### config.mk
export PLATFORM = sky130hd
export DESIGN_NAME = alarm_match_unit
export DESIGN_NICKNAME = d
export VERILOG_FILES = /design/src/rtl/alarm_pkg.sv /design/src/rtl/alarm_rst_sync.sv /design/src/rtl/alarm_regfile.sv /design/src/rtl/alarm_compare.sv /design/src/rtl/alarm_irq_gen.sv /design/src/rtl/alarm_match_unit.sv
export SDC_FILE = /design/constraint.sdc
export NUM_CORES = 1
export LEC_CHECK = 0
export BUFFER_PORTS_ARGS = -buffer_cell sky130_fd_sc_hd__buf_4
export CAP_MARGIN = 40
export CELL_PAD_IN_SITES_DETAIL_PLACEMENT = 1
export CELL_PAD_IN_SITES_GLOBAL_PLACEMENT = 1
export CORE_ASPECT_RATIO = 1.4
export CORE_MARGIN = 8
export CORE_UTILIZATION = 30
export DETAILED_ROUTE_END_ITERATION = 6
export PLACE_DENSITY_LB_ADDON = 0.1
export SETUP_SLACK_MARGIN = 0.2
export SLEW_MARGIN = 30
export SYNTH_ARGS = -nofsm -noshare
export SYNTH_HDL_FRONTEND = slang
export SYNTH_HIERARCHICAL = 1
export SYNTH_SLANG_ARGS = --single-unit
### constraint.sdc
create_clock -name clk -period 2.2 [get_ports clk]
set_clock_uncertainty 0.15 [all_clocks]
set_input_delay 0.33 -clock clk [delete_from_list [all_inputs] [get_ports clk]]
set_output_delay 0.33 -clock clk [all_outputs]
set_load 0.01 [all_outputs]
### src/rtl/alarm_pkg.sv
package alarm_pkg;

  localparam int NF = 4;   // number of alarm fields
  localparam int DW = 8;   // register width

  localparam int F_SEC  = 0;
  localparam int F_MIN  = 1;
  localparam int F_HOUR = 2;
  localparam int F_DATE = 3;

  // significant low bits, and legal decimal range, per field
  localparam int FLD_BITS [NF] = '{7, 7, 6, 5};
  localparam int FLD_LO   [NF] = '{0, 0, 0, 1};
  localparam int FLD_HI   [NF] = '{59, 59, 23, 31};

  localparam int MASK_BIT = 7;
  localparam int IEN_BIT  = 7;

  function automatic logic [DW-1:0] low_mask(input int bits);
    logic [DW-1:0] m;
    m = '0;
    for (int i = 0; i < DW; i++) begin
      if (i < bits) m[i] = 1'b1;
    end
    return m;
  endfunction

  function automatic logic fld_ok(input logic [DW-1:0] v, input int bits,
                                  input int lo, input int hi);
    logic [DW-1:0] m;
    int tens;
    int units;
    int dec;
    m     = v & low_mask(bits);
    tens  = int'(m[7:4]);
    units = int'(m[3:0]);
    dec   = tens * 10 + units;
    return (units <= 9) && (dec >= lo) && (dec <= hi);
  endfunction

endpackage

### src/rtl/alarm_rst_sync.sv
module alarm_rst_sync #(
  parameter int STAGES = 2
) (
  input  logic clk,
  input  logic rst_n,
  output logic rst_sync_n
);
  logic [STAGES-1:0] sync_q;

  always_ff @(posedge clk or negedge rst_n) begin
    if (!rst_n) sync_q <= '0;
    else        sync_q <= {sync_q[STAGES-2:0], 1'b1};
  end

  assign rst_sync_n = sync_q[STAGES-1];
endmodule

### src/rtl/alarm_regfile.sv
module alarm_regfile
  import alarm_pkg::*;
#(
  parameter int SEL_W = 3
) (
  input  logic                   clk,
  input  logic                   rst_n,
  input  logic                   wr_en,
  input  logic [SEL_W-1:0]       wr_sel,
  input  logic [DW-1:0]          wr_data,
  input  logic [SEL_W-1:0]       rd_sel,
  output logic [DW-1:0]          rd_data,
  output logic [NF-1:0][DW-1:0]  alm_q,
  output logic [DW-1:0]          ien_q
);
  localparam int CTRL_SEL = NF;

  logic [NF-1:0][DW-1:0] alm_d;
  logic [NF-1:0]         alm_we;
  logic [DW-1:0]         ien_d;
  logic                  ien_we;

  // per-field validation and write enable
  for (genvar f = 0; f < NF; f++) begin : g_fld
    logic hit;
    logic ok;
    assign hit = wr_en && (wr_sel == SEL_W'(f));
    assign ok  = fld_ok(wr_data, FLD_BITS[f], FLD_LO[f], FLD_HI[f]);

    always_comb begin
      alm_we[f] = hit && ok;
      alm_d[f]  = alm_we[f] ? wr_data : alm_q[f];
    end

    always_ff @(posedge clk or negedge rst_n) begin
      if (!rst_n)         alm_q[f] <= '0;
      else if (alm_we[f]) alm_q[f] <= alm_d[f];
    end
  end

  always_comb begin
    ien_we = wr_en && (wr_sel == SEL_W'(CTRL_SEL));
    ien_d  = ien_we ? wr_data : ien_q;
  end

  always_ff @(posedge clk or negedge rst_n) begin
    if (!rst_n)      ien_q <= '0;
    else if (ien_we) ien_q <= ien_d;
  end

  always_comb begin
    rd_data = '0;
    for (int f = 0; f < NF; f++) begin
      if (rd_sel == SEL_W'(f)) rd_data = alm_q[f];
    end
    if (rd_sel == SEL_W'(CTRL_SEL)) rd_data = ien_q;
  end
endmodule

### src/rtl/alarm_compare.sv
module alarm_compare
  import alarm_pkg::*;
(
  input  logic [NF-1:0][DW-1:0] alm_q,
  input  logic [NF-1:0][DW-1:0] cur,
  output logic                  match
);
  logic [NF-1:0] rep_mask;
  logic [NF-1:0] fld_eq;
  logic [NF-1:0] use_fld;

  for (genvar f = 0; f < NF; f++) begin : g_eq
    localparam logic [DW-1:0] LM = low_mask(FLD_BITS[f]);
    assign rep_mask[f] = alm_q[f][MASK_BIT];
    assign fld_eq[f]   = ((alm_q[f] & LM) == (cur[f] & LM));
  end

  // Masks set from the top field downward select how many low fields
  // are compared; any non-prefix pattern compares nothing.
  always_comb begin
    use_fld = '0;
    for (int k = 0; k <= NF; k++) begin
      logic [NF-1:0] pat;
      logic [NF-1:0] sel;
      pat = '0;
      sel = '0;
      for (int i = 0; i < NF; i++) begin
        if (i >= NF - k) pat[i] = 1'b1;
        if (i <  NF - k) sel[i] = 1'b1;
      end
      if (rep_mask == pat) use_fld = sel;
    end
  end

  assign match = &(fld_eq | ~use_fld);
endmodule

### src/rtl/alarm_irq_gen.sv
module alarm_irq_gen (
  input  logic clk,
  input  logic rst_n,
  input  logic tick,
  input  logic match,
  input  logic enable,
  output logic irq_pulse
);
  logic irq_d;
  logic irq_q;

  always_comb irq_d = tick && match && enable;

  always_ff @(posedge clk or negedge rst_n) begin
    if (!rst_n) irq_q <= 1'b0;
    else        irq_q <= irq_d;
  end

  assign irq_pulse = irq_q;
endmodule

### src/rtl/alarm_match_unit.sv
module alarm_match_unit
  import alarm_pkg::*;
#(
  parameter int SEL_W = 3
) (
  input  logic             clk,
  input  logic             rst_n,
  input  logic             wr_en,
  input  logic [SEL_W-1:0] wr_sel,
  input  logic [7:0]       wr_data,
  input  logic [SEL_W-1:0] rd_sel,
  output logic [7:0]       rd_data,
  input  logic             tick,
  input  logic [7:0]       cur_sec,
  input  logic [7:0]       cur_min,
  input  logic [7:0]       cur_hour,
  input  logic [7:0]       cur_date,
  output logic             irq_pulse
);
  logic                  rst_i_n;
  logic [NF-1:0][DW-1:0] alm_q;
  logic [DW-1:0]         ien_q;
  logic [NF-1:0][DW-1:0] cur;
  logic                  match;

  always_comb begin
    cur[F_SEC]  = cur_sec;
    cur[F_MIN]  = cur_min;
    cur[F_HOUR] = cur_hour;
    cur[F_DATE] = cur_date;
  end

  alarm_rst_sync #(.STAGES(2)) u_rst (
    .clk(clk), .rst_n(rst_n), .rst_sync_n(rst_i_n)
  );

  alarm_regfile #(.SEL_W(SEL_W)) u_regs (
    .clk(clk), .rst_n(rst_i_n), .wr_en(wr_en), .wr_sel(wr_sel),
    .wr_data(wr_data), .rd_sel(rd_sel), .rd_data(rd_data),
    .alm_q(alm_q), .ien_q(ien_q)
  );

  alarm_compare u_cmp (
    .alm_q(alm_q), .cur(cur), .match(match)
  );

  alarm_irq_gen u_irq (
    .clk(clk), .rst_n(rst_i_n), .tick(tick), .match(match),
    .enable(ien_q[IEN_BIT]), .irq_pulse(irq_pulse)
  );
endmodule

==> run summary, run 1 <==
area growth from synthesis to layout -> 44.9%
period utilisation layout -> 1.03
CTS Sinks -> 43
Tmin final -> 2.26 ns
Worst Tran Pin Value -> 0.537 ns
core area -> 8410 µm²
yosys warns -> 6
pwr dens -> 792 nW/µm²
area of the mapped netlist -> 2550 µm²
Net Switching -> 908 µW
Port Buf Inserts -> 51
Final Hold Violating Endpoints -> 0
FP Rows -> 40
critical path required time -> 2.21 ns
initial DRC count -> 49
met1 GRT Util -> 0.162
met2 Use GR -> 0.252
layout cells sized above 1 -> 0.498
CP max FO -> 8
worst setup margin -> -0.0621 ns
Post-synth EDFFs -> 0
DP HPWL -> 6.37 mm
critical path's slowest cell -> fa_2
Slew Viols, Final -> 0
register bit total from synthesis -> 43
worst slack at placement -> -0.405 ns
Slew HR -> 0.642
post-synthesis sequential area ratio -> 0.422
Routed WL per cell -> 20.3 µm
Yosys cell types -> 43
Pleak -> 0.00167 µW
cell count after synthesis -> 221
Final ANT Viol Nets -> 0
root buf cell -> clkbuf_16
CTS H-tree depth -> 2
crit path cell chain -> buf_8 > ha_4 > fa_2 > a21oi_2 > xor2_1 > o41a_1 > nand4_4 > mux2_4
crit path capture type -> register
most frequent cells in the layout -> buf_4, dfrtp_1, xor2_1, mux2_4, mux2_2
Final #Nets -> 358
combinational share of power -> 0.359
final setup fails -> 16
CP Launch Type -> input port
switching part of the total -> 0.310
global-route usage over all layers -> 0.142
largest net degree at the start of global routing -> 42
violated checks -> setup timing
critical path arrival -> 2.27 ns
Async S/R FF share, synth -> 1.00
Max Cap Viol -> 0
TritonCTS clock tree -> done
die span in x -> 94.0 µm
TritonRoute pass-1 iters -> 4
Max VDD drop -> 0.359 mV
Die Area -> 11,800 µm²
most common cell after layout, fill and taps aside -> buf_4
DR vias -> 2,072
GRT Residual Overflow -> 0
CTS buffer count -> 5
worst-skew pair later-pin latency -> 0.28 ns
initial antenna violation count -> 0
DRT Wirelength -> 8.17 mm
syn_nets -> 281
DR DRC count -> 0
hold crit path type -> in -> reg
Setup CP Type -> in -> reg
Die Y -> 125 µm
Critical Path Max Stage Delay -> 0.37 ns
Clock power frac -> 0.231
Int Power -> 2020 µW
fin util -> 0.440
FMAX -> 0.442 GHz
vias per cell -> 5.15
status -> finished with violations
Reg power frac -> 0.410
final RePlAce weighted congestion -> 0.759
number of global-route vias before repair -> 2,373
Main synth FF type -> dfrtp_1
diode count -> 0
GRT busiest layer -> met2
first-pass GRT wire length -> 12.9 mm
Pwr Total -> 2930 µW
met3 usage -> 0.0204
RSZ-0062 raised after global routing -> yes
Clock transition at path regs -> 0.06 ns
Longest Clk Path Bufs -> 2
I/O pin count -> 59
Initial Util -> 0.304
syn avg cell area -> 11.5 µm²
[cell families (layout without fill, tap and decap cells)]
family                   after synthesis  count (layout)  synth area share
AND/OR/NAND/NOR                       40              40            0.0907
multiplexers                          48              48             0.212
buffers and inverters                 11              87            0.0176
flip-flops                            43              43             0.422
adder cells (fa/ha/maj)               10              10            0.0520
AO/OA/AOI/OAI                         39              39             0.105
XOR/XNOR                              29              29            0.0995
other                                  1               1           0.00147
[per-stage QoR]
stage	TNS (ns)	instance area (µm²)	hold WS (ns)	std cells
floorplan	-1.39	2670	-0.116	221
global placement	-8.28	3320	-0.0374	389
detailed placement	-9.46	3320	-0.0354	389
global route	-1.25	3700	0.150	402
finish	-0.575	3700	0.154	402
CTS	-0.676	3600	0.141	401
[worst paths after layout]
path | from | to | slack [ns] | cells after the start
max | wr_data[1] | u_regs/alm_q[5] | -0.06 | 8
min in group asynchronous | u_rst/sync_q[1] | u_regs/alm_q[18] | 0.16 | 1
max reg2reg | u_regs/alm_q[16] | u_irq/irq_pulse | 0.36 | 6
max in group asynchronous | u_rst/sync_q[1] | u_regs/alm_q[25] | 1.37 | 1
min | tick | u_irq/irq_pulse | 0.15 | 2
min reg2reg | u_rst/sync_q[1] | u_regs/alm_q[18] | 0.16 | 1
[cell usage after synthesis (all sizes together) (4+ instances only)]
| library cell | count | area share |
|---|---|---|
| mux2 | 39 | 0.17 |
| dfrtp | 43 | 0.42 |
| a21oi | 12 | 0.025 |
| xor2 | 23 | 0.079 |
| ha | 9 | 0.044 |
| nor4 | 6 | 0.017 |
| nor3 | 4 | 0.0078 |
| nand2 | 7 | 0.010 |
| clkbuf | 6 | 0.0088 |
| o22ai | 7 | 0.017 |
| a22oi | 7 | 0.021 |
| xnor2 | 6 | 0.021 |
| nor2 | 10 | 0.015 |
| mux2i | 8 | 0.031 |
[worst max-delay path: cells and delay by family]
kind,cells,cell delay [ns]
and+or+nand+nor,1,0.28
AOI/OAI and AO/OA,2,0.48
muxes,1,0.37
xor gates and xnor gates,1,0.17
adders and majority gates,2,0.52
buffers and inverters,1,0.11
[routing by layer]
layer | vias to the layer above | routed length [µm] | part of all wire
met5 | - | 0 | 0
met3 | 8 | 255 | 0.031
met2 | 41 | 4550 | 0.56
li1 | 965 | - | -
met4 | 0 | 166 | 0.020
met1 | 1058 | 3200 | 0.39
[timing repair]
item                                    4_1_cts  5_1_grt
buffers inserted                              5        1
endpoints found under the setup margin       33       33
endpoints found under the hold margin         2        0
pin swaps                                     7       13
hold buffers                                  1        0
gates resized for setup                      24       16
cloned                                        0        0
[cell type report]
cell class	instances	area, µm²
clock buffers	6	129
fillers	906	4710
inverters	2	7.51
multi-input cells	167	1710
flip-flops and latches	43	1080
well taps	105	131
repair buffers	79	643
[power groups by stage]
stage	clock network [µW]	logic (µW)	registers, µW
detailed placement	0	896	1230
finish	676	1050	1200
global placement	0	878	1220
CTS	696	1010	1200
global route	737	1150	1230
floorplan	0	587	1160
[registers in the layout, indices dropped and copies added (netlist names)]
signal and cells:
u_irq/irq_pulse 1, u_regs/ien_q 8, u_rst/sync_q 2, u_regs/alm_q 32
No activity file was read; power rests on OpenSTA's default activity.
==> inputs of run 2 (changes only) <==
CTS_BUF_LIST = sky130_fd_sc_hd__clkbuf_4   (was not set)
==> run 2 against run 1 <==
Effect of this change: the flow now finishes without violations; first-iteration DRC count up 29%; sequential power about the same; cell count up 3.0%; global-route usage barely moved; critical path type unchanged; largest cell class unchanged.
==> run summary, run 2 (same netlist as run 1, synthesis figures left out) <==
core area -> 8410 µm²
pwr dens -> 732 nW/µm²
final setup fails -> 0
global-route usage over all layers -> 0.142
RR Endpoint -> u_irq/irq_pulse
Final ANT Viol Nets -> 0
register area -> 1080 µm²
max FFs per register -> 32
final RePlAce weighted congestion -> 0.759
RR Startpoint -> u_regs/alm_q[8]
worst-skew pair later-pin latency -> 0.34 ns
I/O pin count -> 59
Die Y -> 125 µm
period utilisation layout -> 0.988
vias per cell -> 5.07
DP HPWL -> 6.37 mm
DR vias -> 2,098
Max VDD drop -> 0.250 mV
Int Power -> 1790 µW
Final Hold Violating Endpoints -> 0
dpl cell area -> 3320 µm²
root buf cell -> clkbuf_4
placed insts -> 389
area growth from synthesis to layout -> 43.6%
fill count -> 915
DR DRC count -> 0
Die Area -> 11,800 µm²
initial antenna violation count -> 1
FP Rows -> 40
Pleak -> 0.00166 µW
most common cell after layout, fill and taps aside -> buf_4
Hold Startpoint -> tick
Routed WL per cell -> 19.6 µm
DRT Wirelength -> 8.13 mm
final std cells w/o fill -> 414
worst hold path depth -> 2
initial DRC count -> 63
most frequent cells in the layout -> buf_4, dfrtp_1, xor2_1, mux2_2, mux2_4
Clock transition at path regs -> 0.12 ns
critical path required time -> 2.29 ns
Clock power frac -> 0.134
Port Buf Inserts -> 51
Largest regs -> u_regs/alm_q (32), u_regs/ien_q (8), u_rst/sync_q (2)
crit path capture type -> register
Max Cap Viol -> 0
RSZ-0062 raised after global routing -> yes
TritonCTS clock tree -> done
largest register by flop count -> u_regs/alm_q
FMAX -> 0.460 GHz
R2R setup slack -> 0.41 ns
Initial Util -> 0.304
footprint of the multi-input gates -> 1690 µm²
largest net degree at the start of global routing -> 42
critical path arrival -> 2.26 ns
Setup CP Type -> in -> reg
die span in x -> 94.0 µm
Reg power frac -> 0.441
CTS buffer count -> 5
Hold Path Sink -> u_irq/irq_pulse
first-pass GRT wire length -> 12.9 mm
Finished Cell Area -> 3670 µm²
combinational share of power -> 0.424
Tmin final -> 2.17 ns
hold crit path type -> in -> reg
Longest Clk Path Bufs -> 2
CP max FO -> 8
Slew HR -> 0.640
status -> finished, final reports clean
CTS H-tree depth -> 2
GRT Residual Overflow -> 0
layout cells sized above 1 -> 0.536
Worst Tran Pin Value -> 0.539 ns
Final #Nets -> 369
CP Launch Type -> input port
Net Switching -> 892 µW
TritonRoute pass-1 iters -> 4
switching part of the total -> 0.332
worst reg2reg path depth -> 6
Slew Viols, Final -> 0
number of global-route vias before repair -> 2,385
CTS Sinks -> 43
[run 2: cell types whose count changed in the layout (fill, tap and decap cells not counted), sizes merged]
cell	delta
buf	+11
diode	+1
[run 2: per-stage QoR]
step	hold WS [ns]	total power (µW)	setup slack (ns)	setup TNS, ns	utilization
detailed placement	-0.0354	2120	-0.405	-9.46	0.395
floorplan	-0.116	1750	-0.0880	-1.39	-
global route	0.0506	2870	0.0127	0	0.436
CTS	0.0576	2590	0.0322	0	0.418
global placement	-0.0374	2100	-0.343	-8.28	0.395
finish	0.0747	2680	0.0257	0	0.436
[run 2: cell type report]
type | instances | area share
diodes | 1 | 0.000683
clock buffers | 6 | 0.0123
inverters | 2 | 0.00205
multi-input cells | 167 | 0.460
flip-flops and latches | 43 | 0.294
well taps | 105 | 0.0358
repair buffers | 90 | 0.196
[run 2: worst max path at each step]
stage | startpoint | to | slack (ns)
CTS | wr_data[4] | u_regs/alm_q[7] | 0.03
finish | wr_data[1] | u_regs/alm_q[1] | 0.03
global placement | wr_data[4] | u_regs/alm_q[11] | -0.34
global route | wr_data[1] | u_regs/alm_q[1] | 0.01
floorplan | wr_data[1] | u_regs/alm_q[10] | -0.09
detailed placement | wr_data[4] | u_regs/alm_q[15] | -0.40
[run 2: layer usage]
| layer | track usage | share of wire |
|---|---|---|
| met4 | 0.0553 | 0.018 |
| met2 | 0.256 | 0.55 |
| met3 | 0.0222 | 0.032 |
| met5 | 0 | 0 |
| met1 | 0.158 | 0.40 |
[run 2: power groups by stage]
stage,combinational [µW],sequential (µW),clock (µW)
finish,1140,1180,361
global route,1240,1210,418
CTS,1020,1190,380
detailed placement,896,1230,0
global placement,878,1220,0
floorplan,587,1160,0
[run 2: critical path, stage by stage]
cell	delay [ns]
buf_8	0.11
ha_4	0.16
fa_2	0.37
a21oi_2	0.20
xor2_1	0.17
o41a_1	0.28
nand4_4	0.27
mux2_4	0.37
[run 2: what timing repair did]
action / CTS / global route
hold endpoints to repair: 2 / 0
setup endpoints to repair: 28 / 31
hold buffers: 1 / 0
pin swaps: 7 / 8
buffers inserted: 7 / 10
resized for setup: 18 / 16
cloned: 0 / 0
